**config.mk**
```make
export PLATFORM = sky130hd
export DESIGN_NAME = nib_bank_mapper
export DESIGN_NICKNAME = d
export VERILOG_FILES = /design/src/rtl/nib_bank_pkg.sv /design/src/rtl/nib_addr_decode.sv /design/src/rtl/nib_bank_select.sv /design/src/rtl/nib_ram.sv /design/src/rtl/nib_bank_mapper.sv
export SDC_FILE = /design/constraint.sdc
export NUM_CORES = 2
export LEC_CHECK = 0
export BUFFER_PORTS_ARGS = -buffer_cell sky130_fd_sc_hd__buf_4
export CAP_MARGIN = 20
export CELL_PAD_IN_SITES_DETAIL_PLACEMENT = 1
export CELL_PAD_IN_SITES_GLOBAL_PLACEMENT = 1
export CORE_MARGIN = 5
export CORE_UTILIZATION = 56
export DETAILED_ROUTE_END_ITERATION = 10
export MAX_ROUTING_LAYER = met4
export PLACE_DENSITY = 0.84
export RECOVER_POWER = 50
export SLEW_MARGIN = 20
export SYNTH_ARGS = -nofsm -noshare
export SYNTH_HDL_FRONTEND = slang
export SYNTH_HIERARCHICAL = 1
export SYNTH_SLANG_ARGS = --single-unit
export TNS_END_PERCENT = 100
```
**constraint.sdc**
```tcl
create_clock -name clk -period 5.4 [get_ports clk]
set_input_delay 1.08 -clock clk [delete_from_list [all_inputs] [get_ports clk]]
set_output_delay 1.08 -clock clk [all_outputs]
set_load 0.01 [all_outputs]
```
**src/rtl/nib_bank_pkg.sv**
```systemverilog
package nib_bank_pkg;

    typedef enum logic [1:0] {
        RG_ROM_LO = 2'd0,
        RG_ROM_HI = 2'd1,
        RG_RAM    = 2'd2,
        RG_NONE   = 2'd3
    } region_e;

    localparam int unsigned WIN_OFF_W = 14;
    localparam int unsigned RAM_DEPTH = 512;
    localparam int unsigned RAM_IDX_W = $clog2(RAM_DEPTH);
    localparam logic [7:0]  OPEN_BUS  = 8'hFF;

    function automatic region_e region_of(input logic [15:0] a);
        region_e r;
        unique casez (a[15:13])
            3'b00?:  r = RG_ROM_LO;
            3'b01?:  r = RG_ROM_HI;
            3'b101:  r = RG_RAM;
            default: r = RG_NONE;
        endcase
        return r;
    endfunction

    function automatic logic [3:0] fold_bank(input logic [3:0] raw, input int unsigned nbanks);
        int unsigned r;
        r = 32'(raw) % nbanks;
        if (r == 0) r = 1;
        return 4'(r);
    endfunction

endpackage

```
**src/rtl/nib_addr_decode.sv**
```systemverilog
module nib_addr_decode
    import nib_bank_pkg::*;
(
    input  logic [15:0] addr,
    input  logic        wr,
    output region_e     region,
    output logic        sel_we,
    output logic        ram_we
);
    always_comb begin
        region = region_of(addr);
        sel_we = wr && (addr[15:13] == 3'b001);
        ram_we = wr && (region == RG_RAM);
    end
endmodule

```
**src/rtl/nib_bank_select.sv**
```systemverilog
module nib_bank_select
    import nib_bank_pkg::*;
#(
    parameter int unsigned ROM_BANKS = 8,
    localparam int unsigned BANK_W   = (ROM_BANKS > 2) ? $clog2(ROM_BANKS) : 1
) (
    input  logic              clk,
    input  logic              rst,
    input  logic              sel_we,
    input  logic [3:0]        sel_data,
    output logic [BANK_W-1:0] bank
);
    logic [BANK_W-1:0] bank_q;

    always_ff @(posedge clk) begin
        if (rst)
            bank_q <= BANK_W'(1);
        else if (sel_we)
            bank_q <= BANK_W'(fold_bank(sel_data, ROM_BANKS));
    end

    assign bank = bank_q;

    assert_bank_nonzero_R4: assert property (@(posedge clk) disable iff (rst)
        bank_q != '0);

    assert_bank_in_range_R3: assert property (@(posedge clk) disable iff (rst)
        32'(bank_q) < ROM_BANKS);

    assert_bank_held_R6: assert property (@(posedge clk) disable iff (rst)
        (!$past(sel_we) && !$past(rst)) |-> $stable(bank_q));
endmodule

```
**src/rtl/nib_ram.sv**
```systemverilog
module nib_ram
    import nib_bank_pkg::*;
(
    input  logic                 clk,
    input  logic                 rst,
    input  logic                 we,
    input  logic [RAM_IDX_W-1:0] idx,
    input  logic [3:0]           wdata,
    output logic [3:0]           rdata
);
    logic [3:0] mem [RAM_DEPTH];

    always_ff @(posedge clk) begin
        if (we)
            mem[idx] <= wdata;
    end

    assign rdata = mem[idx];

    assert_ram_store_R7: assert property (@(posedge clk) disable iff (rst)
        $past(we) |-> (mem[$past(idx)] == $past(wdata)));
endmodule

```
**src/rtl/nib_bank_mapper.sv**
```systemverilog
module nib_bank_mapper
    import nib_bank_pkg::*;
#(
    parameter int unsigned ROM_BANKS = 8,
    localparam int unsigned BANK_W   = (ROM_BANKS > 2) ? $clog2(ROM_BANKS) : 1,
    localparam int unsigned ROM_AW   = BANK_W + WIN_OFF_W
) (
    input  logic              clk,
    input  logic              rst,
    input  logic [15:0]       cpu_addr,
    input  logic [7:0]        cpu_wdata,
    input  logic              cpu_wr,
    input  logic [7:0]        rom_rdata,
    output logic [ROM_AW-1:0] rom_addr,
    output logic [7:0]        cpu_rdata
);
    region_e           region;
    logic              sel_we;
    logic              ram_we;
    logic [BANK_W-1:0] bank;
    logic [3:0]        ram_nib;
    logic              unused_hi;

    assign unused_hi = ^cpu_wdata[7:4];

    nib_addr_decode u_dec (
        .addr   (cpu_addr),
        .wr     (cpu_wr),
        .region (region),
        .sel_we (sel_we),
        .ram_we (ram_we)
    );

    nib_bank_select #(.ROM_BANKS(ROM_BANKS)) u_sel (
        .clk      (clk),
        .rst      (rst),
        .sel_we   (sel_we),
        .sel_data (cpu_wdata[3:0]),
        .bank     (bank)
    );

    nib_ram u_ram (
        .clk   (clk),
        .rst   (rst),
        .we    (ram_we),
        .idx   (cpu_addr[RAM_IDX_W-1:0]),
        .wdata (cpu_wdata[3:0]),
        .rdata (ram_nib)
    );

    always_comb begin
        rom_addr = {(region == RG_ROM_HI) ? bank : BANK_W'(0), cpu_addr[WIN_OFF_W-1:0]};
        unique case (region)
            RG_ROM_LO, RG_ROM_HI: cpu_rdata = rom_rdata;
            RG_RAM:               cpu_rdata = {4'h0, ram_nib};
            default:              cpu_rdata = OPEN_BUS;
        endcase
    end

    assert_open_bus_R9: assert property (@(posedge clk) disable iff (rst)
        (cpu_addr[15:13] == 3'b100 || cpu_addr[15:14] == 2'b11) |-> cpu_rdata == 8'hFF);

    assert_ram_hi_zero_R7: assert property (@(posedge clk) disable iff (rst)
        (cpu_addr[15:13] == 3'b101) |-> cpu_rdata[7:4] == 4'h0);

    assert_low_window_bank0_R1: assert property (@(posedge clk) disable iff (rst)
        (cpu_addr[15:14] == 2'b00) |-> rom_addr[ROM_AW-1:WIN_OFF_W] == '0);
endmodule

```
### Word level (Yosys, flattened, before mapping)

Memory sizes are Yosys's and may differ from the RTL's.
Cells that the tools add are included.

| storage, ports and cells | value |
|---|---|
| logic and storage cells | 19 |
| RAM bits | 2048 |
| output and inout port bits | 25 |
| register bits | 3 |
| memories kept | 1 |
| input bits | 35 |

Memory list:

| name | depth | width | rd ports | clocked after memory_dff | wr ports | RTL line | RTL |
|---|---|---|---|---|---|---|---|
| u_ram.mem | 512 | 4 | 1 | 0 | 1 | nib_ram.sv:11 | `logic [3:0] mem [RAM_DEPTH];` |

| operators by class | value |
|---|---|
| equality and inequality tests | 5 |
| mux-type cells | 6 |
| reductions and logical operators | 6 |

Operators by type and width:

| operator | number |
|---|---|
| $logic_not A32 Y1 | 1 |
| $pmux W8 S2 | 1 |
| $mux W3 | 2 |
| $pmux W2 S3 | 1 |
| $eq A2 B1 Y1 const B | 2 |
| $logic_not A2 Y1 | 2 |
| $eq A3 B1 Y1 const B | 1 |
| $eq A3 B3 Y1 const B | 1 |
| $eq A2 B2 Y1 const B | 1 |
| $logic_and A1 B1 Y1 | 2 |
| $mux W1 | 2 |
| $reduce_or A2 Y1 | 1 |

### Longest topological paths before layout

| depth | value |
|---|---|
| depth after elaboration | 6 |
| gate-level depth with buffers | 14 |
| gate-level depth less buffers | 8 |

### Cells and area by module

Netlist, hierarchy kept.

Modules (own cells, without submodules):

| module | times used | cells each | area each (um^2) | sequential area each (um^2) |
|---|---|---|---|---|
| nib_ram | 1 | 4148 | 80805.0 | 61499.0 |
| nib_bank_mapper | 1 | 33 | 229.0 | 0.0 |
| nib_bank_select | 1 | 11 | 115.1 | 60.1 |
| nib_addr_decode | 1 | 6 | 36.3 | 0.0 |

### Least setup slack after synthesis

OpenSTA, ideal clock, no wires.

| timing | value |
|---|---|
| kind | input port to output port |
| start | in cpu_addr[1] |
| end | out cpu_rdata[2] |
| arrival time | 3679 ps |
| stages on the path | 12 |
| setup slack | 641 ps |
| required time | 4320 ps |
| buffers on the path | 4 |
| cells stage by stage | buf_2 > buf_2 > buf_2 > buf_1 > mux2i_1 > o22ai_1 > nor4_1 > nand2_1 > o31ai_1 > nand4_1 > or4_1 > o22a_1 |

| between the ends | value |
|---|---|
| longest elaborated chain between the ends | 2 |

Ends and longest elaborated chain:

| what | RTL line | RTL |
|---|---|---|
| start, declared | nib_bank_mapper.sv:10 | `input logic [15:0] cpu_addr,` |
| $mem_v2 Z512 W4 | n/a |  |
| named net ram_nib[2] | nib_bank_mapper.sv:21 | `logic [3:0] ram_nib;` |
| $pmux W8 S2 | nib_bank_mapper.sv:53 | `unique case (region)` |
| end, declared | nib_bank_mapper.sv:15 | `output logic [7:0] cpu_rdata` |

The timed path passes the listed nets, and every way through them passes these cells.

### Final worst setup path

| timing | value |
|---|---|
| start | in cpu_addr[0] |
| end | out cpu_rdata[1] |

Same word-level chain as after synthesis.

==> results.md <==
- **synthesized area per cell** 19.3 um^2
- **crit path time final** 5.74 ns
- **path depth of the worst reg2reg path** 2
- **count of pins on the block boundary** 60
- **LEAKAGE** 29.8 nW
- **Num CTS Buffers** 194
- **post-layout power** 0.0332 W
- **number of standard cells after synthesis** 4,198
- **DRC violation total after the first TritonRoute iteration** 9,089
- **via count** 49,288
- **element type at the critical path start** primary input
- **Worst Setup Slack, final** -0.343 ns
- **y dimension of the die** 391 um
- **Ys Warns** 6
- **violated checks** capacitance limit, slew limit, setup timing
- **switching part of the total** 0.230
- **port bufs** 47
- **maximum vdd ir drop** 0.338 mV
- **filler-free cell count of the finished design** 6,657
- **count of max-cap constraint violations** 9
- **via count normalized by instance count** 7.40
- **Psw** 0.00764 W
- **number of placed instances, taps included** 6,213
- **post-synth net total** 4,233
- **pre-CTS WS** -0.921 ns
- **H-Tree Depth** 4
- **area added between synthesis and finish** 15.5%
- **Comb power frac** 0.060
- **net total in the final layout** 4,608
- **first-pass GRT wire length** 391,000 um
- **initial core utilization** 0.564
- **area fraction in and, or, nand and nor cells after synthesis** 0.0424
- **area share of the leading cell type in the synthesized netlist** 0.758
- **worst path arrival time** 4.66 ns
- **Clock Root Buffer** clkbuf_16
- **Setup CP Type** in2out
- **final WL** 282,000 um
- **Chip Width** 391 um
- **max-slew violation count** 818
- **required arrival time at the worst endpoint** 4.32 ns
- **setup repair after global routing missed its margin** yes
- **class of the tightest hold or removal check** in2reg
- **xor-xnor portion of the synthesized cell area** 0
- **clock insertion delay at the later pin of the skew report** 0.83 ns
- **number of storage elements in the synthesis netlist** 2,051
- **hold buffer count at CTS** 0
- **hold path cells** 2
- **Final period util** 1.06
- **number of rows created at floorplan** 139
- **number of distinct standard cells referenced by the synthesized netlist** 72
- **portion of the post-synthesis area used by sequential elements** 0.758
- **Post-Synth Adder-Cell Area** 0
- **maximum frequency from static timing analysis** 0.174 GHz
- **Post-synth top flop** edfxtp_1
- **area of the core** 144,000 um^2
- **crit end category** output port
- **share of synthesized registers carrying an async set or reset** 0
- **multiplexer area fraction after synthesis** 0.149
- **overall overflow remaining after global route** 0
- **number of synthesized flops with an enable pin** 2,048
- **sum of net half-perimeters after detailed placement** 152,000 um
- **vias in the first global route** 50,022
- **share of cells above drive strength 1** 0.272
- **headroom to the max-slew limit** -2.55
- **Die Outline Area** 153,000 um^2
- **PwrDens** 355 nW/um^2
- **final number of hold-violating endpoints** 0
- **total global-route track usage** 0.374
- **count of final setup violators** 4
- **Syn Std Cell Area** 81,200 um^2
- **total clock sinks** 2,051
- **Post-DRT Antenna Nets** 0
- **Worst Max-Slew Pin Slew** 5.32 ns
- **routability cong.** 0.909
- **clk slew on worst S/H paths** 0.07 ns
- **drt pass-1 iters** 9
- **clk_skew** 0 ns
- **cell type with the largest total area after synthesis** edfxtp_1
- **P_int** 0.0256 W
- **power share of the clock group** 0.413
- **critical path peak fanout** 8
- **average wire per standard cell** 42.3 um
- **maximum clock insertion buffer count** 3
- **portion of total power attributed to sequential cells** 0.527
- **pin count of the biggest net entering global routing** 169
- **dominant combinational cell family by area after synthesis** multiplexers
- **run status** finished with violations
- **antenna violations before repair** 14
- **fraction of the mapped netlist area in compound gates** 0.0311
- **remaining design rule violation count** 0
- **largest cells by area after synthesis** edfxtp_1, mux4_2, mux2i_1
- **clock tree from TritonCTS** yes
==> state kept, by name, summed over array words and instances (netlist names) <==
signal and cells:
u_sel/bank 3, u_ram/mem 2048
==> power by group through the flow <==
stage | combinational (W) | sequential (W) | clock [W]
floorplan | 0.000795 | 0.0179 | 0
global placement | 0.00159 | 0.0178 | 0
detailed placement | 0.00167 | 0.0178 | 0
CTS | 0.00184 | 0.0175 | 0.0135
global route | 0.00200 | 0.0175 | 0.0146
finish | 0.00199 | 0.0175 | 0.0137
==> cell families (layout without fill, tap and decap cells) <==
logic type | after synthesis | after routing
buffers and inverters | 312 | 849
and+or+nand+nor | 796 | 796
DFF | 2051 | 2051
muxes | 681 | 681
other | 0 | 19
AOI/OAI and AO/OA | 358 | 358
==> cells in the mapped netlist, drive strengths merged, types with 3 or more instances <==
| cell type | count |
|---|---|
| nor3 | 19 |
| a211o | 3 |
| nor4 | 11 |
| mux4 | 422 |
| nand2b | 11 |
| a221o | 4 |
| a41o | 4 |
| o2111ai | 3 |
| nand4 | 16 |
| a2111oi | 7 |
| o32ai | 4 |
| and3 | 12 |
| nand4b | 4 |
| buf | 159 |
| o211ai | 15 |
| nand4bb | 3 |
| a31oi | 19 |
| mux2i | 244 |
| nand3 | 36 |
| a22oi | 85 |
| nor3b | 6 |
| a32oi | 8 |
| edfxtp | 2048 |
| a211oi | 11 |
| o22ai | 68 |
| a221oi | 21 |
| nand2 | 76 |
| dfxtp | 3 |
| nor2b | 21 |
| a21oi | 33 |
| mux2 | 15 |
| and3b | 4 |
| o22a | 4 |
| inv | 9 |
| nor2 | 547 |
| and2 | 19 |
| a22o | 13 |
| and4 | 3 |
| clkbuf | 144 |
| o21ai | 39 |
==> layer usage <==
layer / part of all wire / up-vias / global-route usage
met3: 0.14 / 1394 / 0.109
met2: 0.47 / 5341 / 0.564
met4: 0.076 / 0 / 0.225
met1: 0.31 / 24730 / 0.453
met5: 0 / - / -
li1: - / 17823 / -
==> per-stage QoR <==
step	utilization	instance area [um^2]	hold slack (ns)	TNS [ns]
6_report	0.652	93700	0.448	-1.24
5_1_grt	0.652	93700	0.421	-34.82
4_1_cts	0.649	93300	0.383	-0.301
3_5_place_dp	0.598	86000	0.509	-2.29
3_3_place_gp	0.598	86000	0.475	-1.84
2_1_floorplan	-	81200	0.452	0
==> layout by cell type (no fill, tap or decap), types with 16 or more instances in the layout <==
cell type,synthesis,routed
mux4_2,418,420
nor2_1,546,543
buf_12,0,46
buf_4,41,358
o22ai_1,68,67
and2_1,18,17
o21ai_0,35,29
buf_6,11,35
nand3_1,36,23
clkinv_1,0,47
a21oi_1,33,29
nand4_1,16,16
diode_2,0,19
mux2i_1,244,234
a22oi_1,85,76
edfxtp_1,2048,2048
clkbuf_1,144,52
a221oi_1,21,18
clkinv_2,0,40
buf_16,0,18
nand2_1,76,68
clkbuf_16,0,198
==> critical path: stages <==
cell       delay [ns]
buf_16           0.13
buf_16           0.16
buf_16           0.14
buf_12           0.14
buf_16           0.14
buf_8            0.11
mux4_2           0.57
a22oi_2          0.21
buf_4            0.17
o211ai_1         0.15
a2111oi_4        0.47
and4_1           0.33
buf_6            0.18
nand4_1          0.15
buf_6            0.19
o22a_1           0.17
buf_6            0.13
==> area by class of cell <==
cell class                      count  area, um^2
Clock buffer                      242        5100
Antenna cell                       19        47.5
Sequential cell                  2051       61600
Inverter                            9        35.0
Fill cell                       11627       50100
Tap cell                         1903        2380
Timing Repair Buffer              482        4850
Clock inverter                    116         950
Multi-Input combinational cell   1835       18800
==> worst paths after layout <==
check	start	to	slack, ns
worst max register to register	u_sel/bank[2]	u_sel/bank[2]	4.56
worst max-delay path	cpu_addr[0]	cpu_rdata[1]	-0.34
worst min register to register	u_sel/bank[0]	u_sel/bank[0]	0.54
worst min-delay path	rst	u_sel/bank[2]	0.45
==> what timing repair did <==
action                     CTS  global route
cloned                      10             1
setup endpoints to repair    4             4
setup buffers               35            23
hold endpoints to repair     0             0
gates resized for setup    130            69
pin swaps                   32            36
Note: power is estimated with default switching activity, not from simulation.
